`src/rtl/accel_dispatch_pkg.sv`:
```
package accel_dispatch_pkg;

  typedef enum logic [1:0] {
    CLS_STD   = 2'd0,
    CLS_RUN   = 2'd1,
    CLS_OTHER = 2'd2
  } instr_cls_e;

  localparam logic [5:0] EXT_OPCODE = 6'h2F;

  function automatic instr_cls_e classify(input logic [5:0] opc, input logic run_bit);
    if (opc != EXT_OPCODE) return CLS_STD;
    if (run_bit)           return CLS_RUN;
    return CLS_OTHER;
  endfunction

  function automatic int unsigned onehot_of(input int unsigned idx);
    return 32'd1 << idx;
  endfunction

endpackage

```
`src/rtl/instr_classifier.sv`:
```
module instr_classifier
  import accel_dispatch_pkg::*;
#(
  parameter int IW     = 32,
  parameter int ADDR_W = 6
) (
  input  logic [IW-1:0]     word,
  output instr_cls_e        cls,
  output logic [ADDR_W-1:0] index
);
  always_comb begin
    cls   = classify(word[IW-1 -: 6], word[IW-7]);
    index = word[ADDR_W-1:0];
  end
endmodule

```
`src/rtl/map_table.sv`:
```
module map_table #(
  parameter int ADDR_W = 6,
  parameter int UNIT_W = 3
) (
  input  logic              clk,
  input  logic              rst_n,
  input  logic              we,
  input  logic [ADDR_W-1:0] waddr,
  input  logic              wvalid,
  input  logic [UNIT_W-1:0] wunit,
  input  logic [ADDR_W-1:0] raddr,
  output logic              rvalid,
  output logic [UNIT_W-1:0] runit
);
  localparam int DEPTH = 1 << ADDR_W;

  logic [DEPTH-1:0]  valid_q;
  logic [UNIT_W-1:0] unit_q [DEPTH];

  always_ff @(posedge clk) begin
    if (!rst_n) begin
      valid_q <= '0;
    end else if (we) begin
      valid_q[waddr] <= wvalid;
    end
  end

  always_ff @(posedge clk) begin
    if (we) unit_q[waddr] <= wunit;
  end

  assign rvalid = valid_q[raddr];
  assign runit  = unit_q[raddr];
endmodule

```
`src/rtl/start_demux.sv`:
```
module start_demux #(
  parameter int N_UNITS = 8,
  parameter int UNIT_W  = 3
) (
  input  logic              fire,
  input  logic [UNIT_W-1:0] unit,
  output logic [N_UNITS-1:0] start
);
  for (genvar i = 0; i < N_UNITS; i++) begin : g_lane
    assign start[i] = fire && (unit == UNIT_W'(i));
  end
endmodule

```
`src/rtl/dispatch_ctrl.sv`:
```
module dispatch_ctrl #(
  parameter int N_UNITS = 8,
  parameter int UNIT_W  = 3
) (
  input  logic               clk,
  input  logic               rst_n,
  input  logic               launch,
  input  logic               reject,
  input  logic [UNIT_W-1:0]  unit_in,
  input  logic [N_UNITS-1:0] done,
  output logic               busy,
  output logic               fire,
  output logic               err,
  output logic [UNIT_W-1:0]  sel,
  output logic               done_hit
);
  always_comb begin
    done_hit = 1'b0;
    for (int i = 0; i < N_UNITS; i++) begin
      if (busy && sel == UNIT_W'(i) && done[i]) done_hit = 1'b1;
    end
  end

  always_ff @(posedge clk) begin
    if (!rst_n) begin
      busy <= 1'b0;
      fire <= 1'b0;
      err  <= 1'b0;
      sel  <= '0;
    end else begin
      fire <= launch;
      err  <= reject;
      if (launch) begin
        busy <= 1'b1;
        sel  <= unit_in;
      end else if (done_hit) begin
        busy <= 1'b0;
      end
    end
  end
endmodule

```
`src/rtl/accel_dispatch.sv`:
```
module accel_dispatch
  import accel_dispatch_pkg::*;
#(
  parameter int IW      = 32,
  parameter int ADDR_W  = 6,
  parameter int N_UNITS = 8,
  parameter int UNIT_W  = (N_UNITS > 1) ? $clog2(N_UNITS) : 1
) (
  input  logic               clk,
  input  logic               rst_n,
  input  logic               instr_valid,
  input  logic [IW-1:0]      instr_word,
  output logic               host_valid,
  output logic [IW-1:0]      host_word,
  output logic               stall,
  input  logic               cfg_we,
  input  logic [ADDR_W-1:0]  cfg_addr,
  input  logic               cfg_valid,
  input  logic [UNIT_W-1:0]  cfg_unit,
  output logic [N_UNITS-1:0] acc_start,
  input  logic [N_UNITS-1:0] acc_done,
  output logic               map_error
);
  localparam logic [UNIT_W:0] UNIT_LIMIT = (UNIT_W+1)'(N_UNITS);

  instr_cls_e        cls;
  logic [ADDR_W-1:0] tbl_index;
  logic              tbl_valid;
  logic [UNIT_W-1:0] tbl_unit;
  logic              busy, fire, err;
  logic [UNIT_W-1:0] sel_unit;
  logic              unit_done_hit;
  logic              run_accept, entry_usable, launch, reject;

  instr_classifier #(.IW(IW), .ADDR_W(ADDR_W)) u_dec (
    .word(instr_word), .cls(cls), .index(tbl_index)
  );

  map_table #(.ADDR_W(ADDR_W), .UNIT_W(UNIT_W)) u_tbl (
    .clk(clk), .rst_n(rst_n),
    .we(cfg_we), .waddr(cfg_addr), .wvalid(cfg_valid), .wunit(cfg_unit),
    .raddr(tbl_index), .rvalid(tbl_valid), .runit(tbl_unit)
  );

  assign run_accept   = instr_valid && !busy && (cls == CLS_RUN);
  assign entry_usable = tbl_valid && ({1'b0, tbl_unit} < UNIT_LIMIT);
  assign launch       = run_accept && entry_usable;
  assign reject       = run_accept && !entry_usable;

  dispatch_ctrl #(.N_UNITS(N_UNITS), .UNIT_W(UNIT_W)) u_ctrl (
    .clk(clk), .rst_n(rst_n),
    .launch(launch), .reject(reject), .unit_in(tbl_unit), .done(acc_done),
    .busy(busy), .fire(fire), .err(err), .sel(sel_unit), .done_hit(unit_done_hit)
  );

  start_demux #(.N_UNITS(N_UNITS), .UNIT_W(UNIT_W)) u_demux (
    .fire(fire), .unit(sel_unit), .start(acc_start)
  );

  assign host_valid = instr_valid && !busy && (cls == CLS_STD);
  assign host_word  = instr_word;
  assign stall      = busy;
  assign map_error  = err;
endmodule

```
`config.mk`:
```
export PLATFORM = sky130hd
export DESIGN_NAME = accel_dispatch
export DESIGN_NICKNAME = d
export VERILOG_FILES = /design/src/rtl/accel_dispatch_pkg.sv /design/src/rtl/instr_classifier.sv /design/src/rtl/map_table.sv /design/src/rtl/start_demux.sv /design/src/rtl/dispatch_ctrl.sv /design/src/rtl/accel_dispatch.sv
export SDC_FILE = /design/constraint.sdc
export NUM_CORES = 1
export LEC_CHECK = 0
export BUFFER_PORTS_ARGS = -buffer_cell sky130_fd_sc_hd__buf_2
export CAP_MARGIN = 20
export CORE_ASPECT_RATIO = 0.9
export CORE_MARGIN = 3
export CORE_UTILIZATION = 45
export DETAILED_ROUTE_END_ITERATION = 7
export PLACE_DENSITY = 0.65
export SYNTH_ARGS = -nofsm -noshare
export SYNTH_HDL_FRONTEND = slang
export SYNTH_SLANG_ARGS = --single-unit
```
`constraint.sdc`:
```
create_clock -name clk -period 2.07 [get_ports clk]
set_input_delay 0.414 -clock clk [delete_from_list [all_inputs] [get_ports clk]]
set_output_delay 0.414 -clock clk [all_outputs]
set_load 0.01 [all_outputs]
```
; ---- Word level (Yosys, flattened, before mapping)
; Memory sizes are Yosys's and may differ from the RTL's. A register that Yosys moved wholly into a read port is not among the register bits.
; Cells that the tools add are included.
[word_totals]
regBits = 67
mem_count = 1
out_inout_bits = 43
ram_bits = 192
inputBits = 54
[mem_list]
columns = memory, words, width, read_ports, rd_clocked_by_memory_dff, write_ports, line_no
row1 = u_tbl.unit_q, 64, 3, 1, 1, 1, map_table.sv:18  ; logic [UNIT_W-1:0] unit_q [DEPTH];
[op_classes]
order_cmp = 3
n_eq_ne = 9
reduce_logical = 36
muxes = 24
[op_table]
columns = op, n
row1 = bitwise mux 64 bit, 1
row2 = logical AND 1 bit, 30
row3 = 2-to-1 mux 1 bit, 17
row4 = < comparator 6 x 7 -> 1 bit (second input constant), 2
row5 = equality test 3 bit (second input constant), 4
row6 = 2-to-1 mux 2 bit, 4
row7 = binary-select mux 1 bit (select 6 bit), 1
row8 = demux 1 bit (select 6 bit), 1
row9 = equality test 3 x 2 -> 1 bit (second input constant), 2
row10 = >= comparator 6 x 1 -> 1 bit (second input constant), 1
row11 = != test 6 bit (second input constant), 1
row12 = equality test 3 x 1 -> 1 bit (second input constant), 1
row13 = zero test 1 bit, 3
row14 = zero test 3 bit, 1
row15 = equality test 2 x 1 -> 1 bit (second input constant), 1
row16 = zero test 2 bit, 1
row17 = nonzero test 2 bit, 1

; ---- Longest topological paths before layout
; Gate-level depths: netlist of the first run.
[depth]
depth_word = 13
depth_mapped = 10
depth_no_buf = 7

; ---- Hierarchy
; A second synthesis of the first run with hierarchy kept.
[unflattened]
cells_unflattened = 819
hier_area_um2 = 11647.4
[modules_own_cells]
columns = mod, cells_per_inst, area_per_inst_um2, instances
row1 = map_table, 741, 10914.2, 1
row2 = accel_dispatch, 36, 274.0, 1
row3 = dispatch_ctrl, 23, 271.5, 1
row4 = start_demux, 8, 96.3, 1
row5 = instr_classifier, 11, 91.3, 1

; ---- Worst setup path after synthesis of the first run
; Ideal clock, no wire load.
[synth_path]
path_kind = in2reg
start = input port instr_word[0]
end = register u_ctrl.sel[2] (read register of u_tbl.unit_q)
t_required_ps = 1942
path_buffers = 2
path_slack_ps = -17
cell_stages = 7
arrival_ps = 1960
setup_time_ps = 128
cell_sequence = buf_4 > buf_4 > mux4_2 > a22oi_1 > a21oi_1 > o41ai_2 > a21boi_1
[synth_between]
elab_chain_len = 3
[synth_lines]
columns = item, line_no
row1 = from (decl), accel_dispatch.sv:12  ; input logic [IW-1:0] instr_word,
row2 = binary-select mux 1 bit (select 6 bit), map_table.sv:32  ; assign rvalid = valid_q[raddr];
row3 = 2-to-1 mux 1 bit (not written as such), map_table.sv:32
row4 = logical AND 1 bit, accel_dispatch.sv:47  ; assign launch = run_accept && entry_usable;
row5 = to (decl), dispatch_ctrl.sv:14  ; output logic [UNIT_W-1:0] sel,
; Parallel ways exist; a longest one is shown, timed or not. The select of a mux whose other input is x is not followed.
; A chain may end at the register's enable or synchronous reset.

==> flow_summary.json, run 1 <==
{
  "status": "complete, no violations",
  "post-route-cell-area_sq_um": 13000,
  "start_util_pct": 46.28,
  "synth-main-ff-cell": "edfxtp_1",
  "power.leakage_uw": 0.004242,
  "min_to": "u_tbl.valid_q[26]",
  "fin_crit_sh_pct": 96.25,
  "clk-insertion-delay-late_ps": 540,
  "gr-total-overflow": 0,
  "cp.arrival_ps": 2410,
  "synth_seq_cells": 262,
  "ys_seq_area_share_pct": 63.31,
  "place_hpwl_mm": 17.21,
  "p_switching_uw": 2355,
  "clkTransAtPathRegs_ps": 60,
  "cap_violations": 0,
  "cts_setup_buffers": 0,
  "cts_made_buffers": 26,
  "antenna_found_initial": 0,
  "grt_usage_pct": 19.53,
  "min_from": "cfg_valid",
  "r2r-end": "u_ctrl.sel[1]",
  "die_area_sq_um": 27100,
  "post_dp_cell_area_sq_um": 12150,
  "wirelength_mm": 26.52,
  "avgViaCountPerCell": 5.630,
  "reg2regPathDepth": 6,
  "io_pins": 97,
  "ant_nets": 0,
  "vdd_drop_max_v": 0.0007239,
  "synth_common_cells": "edfxtp_1 (192), nand2_1 (77), nor2_1 (77), dfxtp_1 (70), o21ai_0 (67)",
  "p_clk_share_pct": 41.9,
  "required_ps": 2490,
  "post-synth-top-count-cell": "edfxtp_1",
  "min_period_ps": 1992,
  "hold_class": "in -> reg",
  "fmax_mhz": 501.9,
  "syn_to_final_growth_pct": 14.88,
  "hold_ws_ps": 252.7,
  "cts_tree": "done",
  "reg2reg_slack_ps": 80,
  "critPathMaxFanout": 1,
  "numPortBuffers": 58,
  "die_h_um": 156.5,
  "drive_gt1_share_pct": 25.56,
  "rsz0062_at_grt": "false",
  "drc": 0,
  "cts_root_buffer": "clkbuf_16",
  "ys_async_sr_fraction_pct": 0,
  "grt_pass1_wl_mm": 40.69,
  "rows": 54,
  "end_kind": "register",
  "nets": 926,
  "avgSynthCellArea_sq_um": 13.92,
  "setup_ws_ps": 77.71,
  "slew_viol_final": 0,
  "finalCoreUtilization_pct": 53.17,
  "diodes": 0,
  "final.setup_skew_ps": 20.07,
  "dieWidth_um": 173.2,
  "syn_nets": 867,
  "ys_types": 40,
  "synth_cells": 813,
  "yosys_warnings": 0,
  "coreArea_sq_um": 24460,
  "r2r-start": "u_tbl.unit_q[19][1]",
  "grt_pass1_vias": 6813,
  "ctsLongestPathBuffers": 3,
  "finalPower_uw": 10970,
  "p_int_uw": 8614,
  "netlist.area_leader.share_pct": 50.93,
  "slew_headroom_pct": 61.25,
  "power_switching_share_pct": 21.47,
  "h-tree-depth": 1,
  "vias": 6914,
  "critPathKind": "reg -> reg",
  "hold_depth": 3,
  "combPwrFrac_pct": 6.5,
  "pre_cts_slack_ps": -467.5,
  "pwr_density_cell_nw_per_um2": 843.6,
  "synth_top_cell_by_area": "edfxtp_1",
  "worstMarginPinSlew_ps": 581.3,
  "gp_congestion": 0.8505,
  "synth_area_leaders": "edfxtp_1 (51%), dfxtp_1 (12%), mux4_2 (12%)",
  "cts.sinks": 262,
  "grt_start_max_net_pins": 65,
  "seqPwrFrac_pct": 51.6,
  "report.final.setup_viol": 0,
  "dr.first_iter.drc_count": 688,
  "syn-cell-area_sq_um": 11320,
  "firstDrtPassIters": 5,
  "critPathLaunchType": "register",
  "synth_edf_count": 192,
  "drt-wirelength-per-cell_um": 21.60,
  "hold_violations": 0
}
==> sequential cells by signal, indices dropped and copies added (netlist names) <==
| signal | cells |
|---|---|
| u_ctrl.busy | 1 |
| u_ctrl.fire | 1 |
| u_ctrl.err | 1 |
| u_ctrl.sel | 3 |
| u_tbl.valid_q | 64 |
| u_tbl.unit_q | 192 |
==> worst max-delay path: stages, from the launching register on <==
cell and delay (ps):
edfxtp_1 380, mux4_2 470, a22o_1 280, a221oi_1 270, nor3_1 100, o41ai_2 280
a21boi_1 90
==> per-stage QoR <==
step,instances,TNS (ps)
5_1_grt,1228,0
3_5_place_dp,1180,-2280
3_3_place_gp,1180,-2062
2_1_floorplan,813,0
4_1_cts,1228,0
6_report,1228,0
==> per-layer routing <==
layer	track usage, %	part of all wire (%)	vias up
met5	0	0	-
met4	4.979	2.5	0
met3	3.882	6.6	49
met2	31.87	47	209
met1	27.29	43	3470
li1	-	-	3186
==> area by class of cell <==
| type | count | area (sq um) |
|---|---|---|
| repair buffers | 119 | 938.4 |
| inverters | 2 | 7.507 |
| fillers | 2092 | 11450 |
| well taps | 336 | 420.4 |
| multi-input cells | 461 | 3636 |
| clock inverters | 5 | 67.56 |
| flip-flops and latches | 262 | 7168 |
| clock buffers | 43 | 765.7 |
==> logic make-up (layout without fill, tap and decap cells) <==
| family | after synthesis | count (layout) | synth area share [%] |
|---|---|---|---|
| DFF | 262 | 262 | 63.31 |
| muxes | 74 | 74 | 13.31 |
| buffers and inverters | 90 | 169 | 4.709 |
| AOI/OAI and AO/OA | 181 | 181 | 10.71 |
| and+or+nand+nor | 206 | 206 | 7.958 |
==> cells in the final DEF (no fill, tap or decap), types with 2 or more instances in the layout <==
cell type  instances
edfxtp_1         192
nor2_1            77
nand2_1           77
dfxtp_1           69
o21ai_0           67
a21boi_0          64
mux4_2            61
buf_2             57
buf_4             47
clkbuf_16         27
a22oi_1           21
buf_12            15
nand3_1           13
clkbuf_1          13
mux2i_1           11
a21oi_1           10
nor2b_1            9
nor3_1             6
nand3b_1           4
nand2b_1           4
a22o_1             3
a221oi_2           3
and3_1             3
a221oi_1           3
o41ai_2            3
a21boi_1           3
clkbuf_8           3
nand4_1            2
and4_1             2
and2_1             2
inv_1              2
mux2_2             2
nor3b_1            2
clkinv_2           2
==> worst max-delay path by stage <==
stage / depth (start not counted) / startpoint / endpoint
floorplan: 7 / instr_word[0] / u_ctrl.sel[0]
global placement: 10 / instr_word[0] / u_ctrl.busy
detailed placement: 10 / instr_word[0] / u_ctrl.busy
CTS: 6 / u_tbl.unit_q[19][0] / u_ctrl.sel[0]
global route: 8 / u_tbl.valid_q[18] / u_ctrl.busy
finish: 6 / u_tbl.unit_q[19][1] / u_ctrl.sel[1]
==> repair_timing <==
item                                    in CTS  in global routing
endpoints found under the setup margin       0                  7
resized for setup                            0                  4
hold buffers                                 0                  0
==> power by group through the flow <==
stage	clock network (uW)	logic, uW	registers, uW
after global placement	0	705	5780
after detailed placement	0	712	5780
final	4590	712	5660
after CTS	4680	712	5660
after global routing	4890	767	5660
after floorplan	0	424	5770
Note: power is estimated with default switching activity, not from simulation.
==> run 2: changes to the inputs <==
--- a/config.mk
+++ b/config.mk
@@ -9,9 +9,9 @@
 export CAP_MARGIN = 20
 export CORE_ASPECT_RATIO = 0.9
 export CORE_MARGIN = 3
-export CORE_UTILIZATION = 45
+export CORE_UTILIZATION = 35
 export DETAILED_ROUTE_END_ITERATION = 7
-export PLACE_DENSITY = 0.65
+export PLACE_DENSITY = 0.63
 export SYNTH_ARGS = -nofsm -noshare
 export SYNTH_HDL_FRONTEND = slang
 export SYNTH_SLANG_ARGS = --single-unit
==> constraint.sdc (replaced) <==
create_clock -name clk -period 2.2 [get_ports clk]
set_input_delay 0.44 -clock clk [delete_from_list [all_inputs] [get_ports clk]]
set_output_delay 0.44 -clock clk [all_outputs]
set_load 0.01 [all_outputs]
==> flow_summary.json, run 2 (synthesized netlist as in run 1, its figures left out) <==
{
  "status": "complete, no violations",
  "dieWidth_um": 195.6,
  "firstDrtPassIters": 5,
  "numPortBuffers": 58,
  "required_ps": 2610,
  "top_regs": "u_tbl.unit_q x192, u_tbl.valid_q x64, u_ctrl.sel x3",
  "critPathKind": "in -> reg",
  "path_buf_inv": 3,
  "worstPathCellList": "buf_4 > buf_4 > buf_4 > mux4_2 > a22oi_1 > a21oi_1 > o41ai_2 > a21boi_1",
  "fill_cells": 2863,
  "cp_slowest_cell": "mux4_2",
  "regMostFlops": "u_tbl.unit_q",
  "drt-wirelength-per-cell_um": 21.13,
  "rsz0062_at_grt": "false",
  "cts_hold_buf": 0,
  "final_common_cell": "edfxtp_1",
  "min_period_ps": 2092,
  "largest_reg_flops": 192,
  "finalCoreUtilization_pct": 41.97,
  "worstMarginPinSlew_ps": 504.3,
  "critPathLaunchType": "primary input",
  "fin_crit_sh_pct": 95.07,
  "vdd_drop_max_v": 0.0005689,
  "start_util_pct": 36.09,
  "post_dp_cell_area_sq_um": 12280,
  "finalPower_uw": 10640,
  "reg2regPathDepth": 7,
  "wirelength_mm": 27.82,
  "h-tree-depth": 1,
  "cp.arrival_ps": 2500,
  "hold_class": "in -> reg",
  "most-common-layout-cells": "edfxtp_1 (192), nor2_1 (77), nand2_1 (77)",
  "cts_made_buffers": 26,
  "ctsLongestPathBuffers": 3,
  "crit_family": "compound AO/OA/AOI/OAI gates",
  "cap_violations": 0,
  "cpMostUsedCell": "buf_4",
  "post-route-cell-area_sq_um": 13170,
  "cp.depth": 8,
  "critPathMaxStageDelay_ps": 490,
  "grt_usage_pct": 15.78,
  "antenna_found_initial": 0,
  "critPathMaxFanout": 11,
  "final.setup_skew_ps": 12.88,
  "fmax_mhz": 478.1,
  "syn_to_final_growth_pct": 16.32,
  "grt_pass1_vias": 6980,
  "cts.sinks": 262,
  "slew_viol_final": 0,
  "die_h_um": 176.6,
  "hold_violations": 0,
  "place_hpwl_mm": 18.86,
  "nets": 942,
  "pwr_density_cell_nw_per_um2": 808.0,
  "cts_tree": "done",
  "clk-insertion-delay-late_ps": 530,
  "ctsResizeCount": 0,
  "vias": 7150,
  "grt_pass1_wl_mm": 42.52,
  "end_kind": "register",
  "grt_start_max_net_pins": 65,
  "cts_setup_buffers": 0,
  "gp_congestion": 0.8448,
  "diodes": 0,
  "clkTransAtPathRegs_ps": 70,
  "rows": 61,
  "gr-total-overflow": 0,
  "slew_headroom_pct": 66.38,
  "dr.first_iter.drc_count": 791,
  "drc": 0,
  "report.final.setup_viol": 0,
  "avgViaCountPerCell": 5.429,
  "die_area_sq_um": 34540,
  "power.leakage_uw": 0.004315,
  "hold_depth": 1,
  "io_pins": 97,
  "ant_nets": 0,
  "drive_gt1_share_pct": 26.87,
  "cts_root_buffer": "clkbuf_16",
  "hold_ws_ps": 402.3,
  "coreArea_sq_um": 31370
}
-- run 2: changes by cell type in the layout (fill, tap and decap cells not counted), sizes merged --
cell	before	now
clkinvlp	0	1
clkbuf	43	38
clkinv	3	5
bufinv	1	4
inv	3	2
buf	119	135
-- run 2: area by class of cell --
cell class	count	area [sq um]	share of cell area, %
Clock buffer	38	737.0	5.597
Inverter	2	7.507	0.05702
Sequential cell	262	7167	54.43
Timing Repair Buffer	135	970.9	7.374
Multi-Input combinational cell	461	3620	27.49
Tap cell	409	511.7	3.887
Clock inverter	10	152.6	1.159
-- run 2: through the flow --
stage               setup WS [ps]  setup TNS, ps  cells
floorplan                   86.55              0    813
global placement           -375.3          -1570   1269
detailed placement         -401.1          -1550   1269
CTS                         149.4              0   1317
global route                53.87              0   1317
finish                      108.5              0   1317
-- run 2: path summary, 6_finish.rpt --
path	startpoint	endpoint	slack, ps
hold reg to reg	u_tbl.valid_q[57]	u_tbl.valid_q[57]	480
hold / removal	cfg_unit[1]	u_tbl.unit_q[37][1]	400
setup / recovery	instr_word[0]	u_ctrl.sel[0]	110
setup reg to reg	u_tbl.valid_q[22]	u_ctrl.busy	210
-- run 2: power by group --
group          internal (uW)  switching (uW)  leakage [uW]
Combinational            282             387       0.00159
Clock                   2790            1850      0.000434
Sequential              5320            9.00       0.00229
Total                   8390            2240       0.00431
-- run 2: worst reg2reg max path: cells and delay by family, from the launching register on --
family	cells	cell delay, ps
AND/OR/NAND/NOR	2	330
AO/OA/AOI/OAI	3	540
flip-flops	1	330
multiplexers	2	690
-- run 2: per-layer routing --
metal	global-route usage [%]	wire length (um)	part of all wire, %
met1	23.13	12570	45
met2	25.39	13150	47
met3	2.531	1645	5.9
met4	2.584	464	1.7
met5	0	0	0
==> run 3: changes to the inputs <==
--- a/config.mk
+++ b/config.mk
@@ -10,8 +10,10 @@
 export CORE_ASPECT_RATIO = 0.9
 export CORE_MARGIN = 3
 export CORE_UTILIZATION = 35
+export CTS_BUF_LIST = sky130_fd_sc_hd__clkbuf_8
 export DETAILED_ROUTE_END_ITERATION = 7
 export PLACE_DENSITY = 0.63
+export RECOVER_POWER = 50
 export SYNTH_ARGS = -nofsm -noshare
 export SYNTH_HDL_FRONTEND = slang
 export SYNTH_SLANG_ARGS = --single-unit
==> flow_summary.json, run 3 (synthesized netlist as in run 1, its figures left out) <==
{
  "status": "complete, no violations",
  "largest_reg_flops": 192,
  "cp.arrival_ps": 2450,
  "cts_setup_buffers": 0,
  "critPathKind": "in -> reg",
  "firstDrtPassIters": 5,
  "cts_root_buffer": "clkbuf_8",
  "end_kind": "register",
  "wirelength_mm": 28.14,
  "critPathMaxFanout": 11,
  "diodes": 0,
  "regMostFlops": "u_tbl.unit_q",
  "report.final.setup_viol": 0,
  "place_hpwl_mm": 18.86,
  "vias": 7192,
  "min_from": "rst_n",
  "ctsResizeCount": 0,
  "io_pins": 97,
  "p_int_uw": 7573,
  "grt_pass1_vias": 7164,
  "gp_congestion": 0.8448,
  "fill_cells": 2894,
  "drive_gt1_share_pct": 25.56,
  "numPortBuffers": 58,
  "clk-insertion-delay-late_ps": 540,
  "clkTransAtPathRegs_ps": 70,
  "drt-wirelength-per-cell_um": 20.94,
  "dr.first_iter.drc_count": 797,
  "most-common-layout-cells": "edfxtp_1 (192), nor2_1 (77), nand2_1 (77)",
  "r2r-start": "u_tbl.valid_q[19]",
  "setup_ws_ps": 173.6,
  "post_dp_cell_area_sq_um": 12280,
  "final.setup_skew_ps": 9.521,
  "seq_area_sq_um": 7167,
  "power.leakage_uw": 0.004262,
  "cts.sinks": 262,
  "avgViaCountPerCell": 5.351,
  "seqPwrFrac_pct": 54.0,
  "dieWidth_um": 195.6,
  "cts_hold_buf": 0,
  "post-route-cell-area_sq_um": 12980,
  "nets": 957,
  "min_period_ps": 2026,
  "cts_tree": "done",
  "pwr_density_cell_nw_per_um2": 760.8,
  "cts_made_buffers": 41,
  "critPathLaunchType": "primary input",
  "critPathLaunch": "instr_word[0]",
  "slew_headroom_pct": 1.140,
  "worstMarginPinSlew_ps": 1483,
  "power_switching_share_pct": 23.29,
  "drc": 0,
  "cap_violations": 0,
  "antenna_found_initial": 0,
  "grt_usage_pct": 16.04,
  "coreArea_sq_um": 31370,
  "p_clk_share_pct": 39.3,
  "syn_to_final_growth_pct": 14.63,
  "grt_pass1_wl_mm": 42.89,
  "pre_cts_slack_ps": -401.1,
  "combPwrFrac_pct": 6.7,
  "hold_violations": 0,
  "gr-total-overflow": 0,
  "h-tree-depth": 2,
  "multi_input_area_sq_um": 3620,
  "p_switching_uw": 2300,
  "final_common_cell": "edfxtp_1",
  "start_util_pct": 36.09,
  "die_area_sq_um": 34540,
  "fmax_mhz": 493.5,
  "ctsLongestPathBuffers": 3,
  "hold_class": "in -> reg",
  "vdd_drop_max_v": 0.0004696,
  "fin_crit_sh_pct": 92.11,
  "rsz0062_at_grt": "false",
  "ant_nets": 0,
  "required_ps": 2620,
  "slew_viol_final": 0,
  "rows": 61,
  "top_regs": "u_tbl.unit_q x192, u_tbl.valid_q x64, u_ctrl.sel x3",
  "grt_start_max_net_pins": 65,
  "die_h_um": 176.6
}
[run 3: changes by cell type in the layout (fill, tap and decap cells not counted), sizes merged]
cell / delta
buf: -23
bufinv: -3
clkbuf: +29
clkinv: +5
clkinvlp: +2
inv: +17
[run 3: per-stage QoR]
| step | util, % | hold WS, ps | total power [uW] | instances | setup TNS, ps |
|---|---|---|---|---|---|
| after floorplan | - | 453.6 | 5831 | 813 | 0 |
| after CTS | 41.59 | 351.9 | 9971 | 1344 | 0 |
| after global routing | 41.37 | 405.8 | 10240 | 1344 | 0 |
| after detailed placement | 39.14 | 472.8 | 6109 | 1269 | -1550 |
| after global placement | 39.14 | 463.3 | 6098 | 1269 | -1570 |
| final | 41.37 | 389.9 | 9872 | 1344 | 0 |
[run 3: layout make-up]
cell class                      count  share of cell area [%]
Multi-Input combinational cell    461                   27.90
Clock buffer                       44                   4.667
Sequential cell                   262                   55.23
Tap cell                          409                   3.944
Inverter                            2                 0.05785
Clock inverter                     31                   1.263
Timing Repair Buffer              135                   6.942
[run 3: power by group through the flow]
stage / sequential [uW] / clock [uW] / combinational [uW]
final: 5330 / 3880 / 658
after CTS: 5330 / 3970 / 672
after detailed placement: 5440 / 0 / 672
after global placement: 5440 / 0 / 663
after floorplan: 5430 / 0 / 398
after global routing: 5330 / 4210 / 703
[run 3: layer usage]
metal  GRT usage [%]  share of wire, %  vias up
met2           25.23                47      269
met4           4.663               2.2        0
met1           22.97                45     3617
li1                -                 -     3251
met3           2.855               5.9       55
met5               0                 0        -
[run 3: worst paths after layout]
check / to / slack (ps) / cells after the start
hold reg to reg: u_tbl.valid_q[57] / 480 / 2
hold / removal: u_ctrl.fire / 390 / 3
setup / recovery: u_ctrl.sel[0] / 170 / 8
setup reg to reg: u_ctrl.busy / 220 / 7
[run 3: critical path, stage by stage]
cell	delay, ps
buf_4	190
buf_4	260
buf_4	160
mux4_2	490
a22oi_1	300
a21oi_1	160
o41ai_2	340
a21boi_1	90
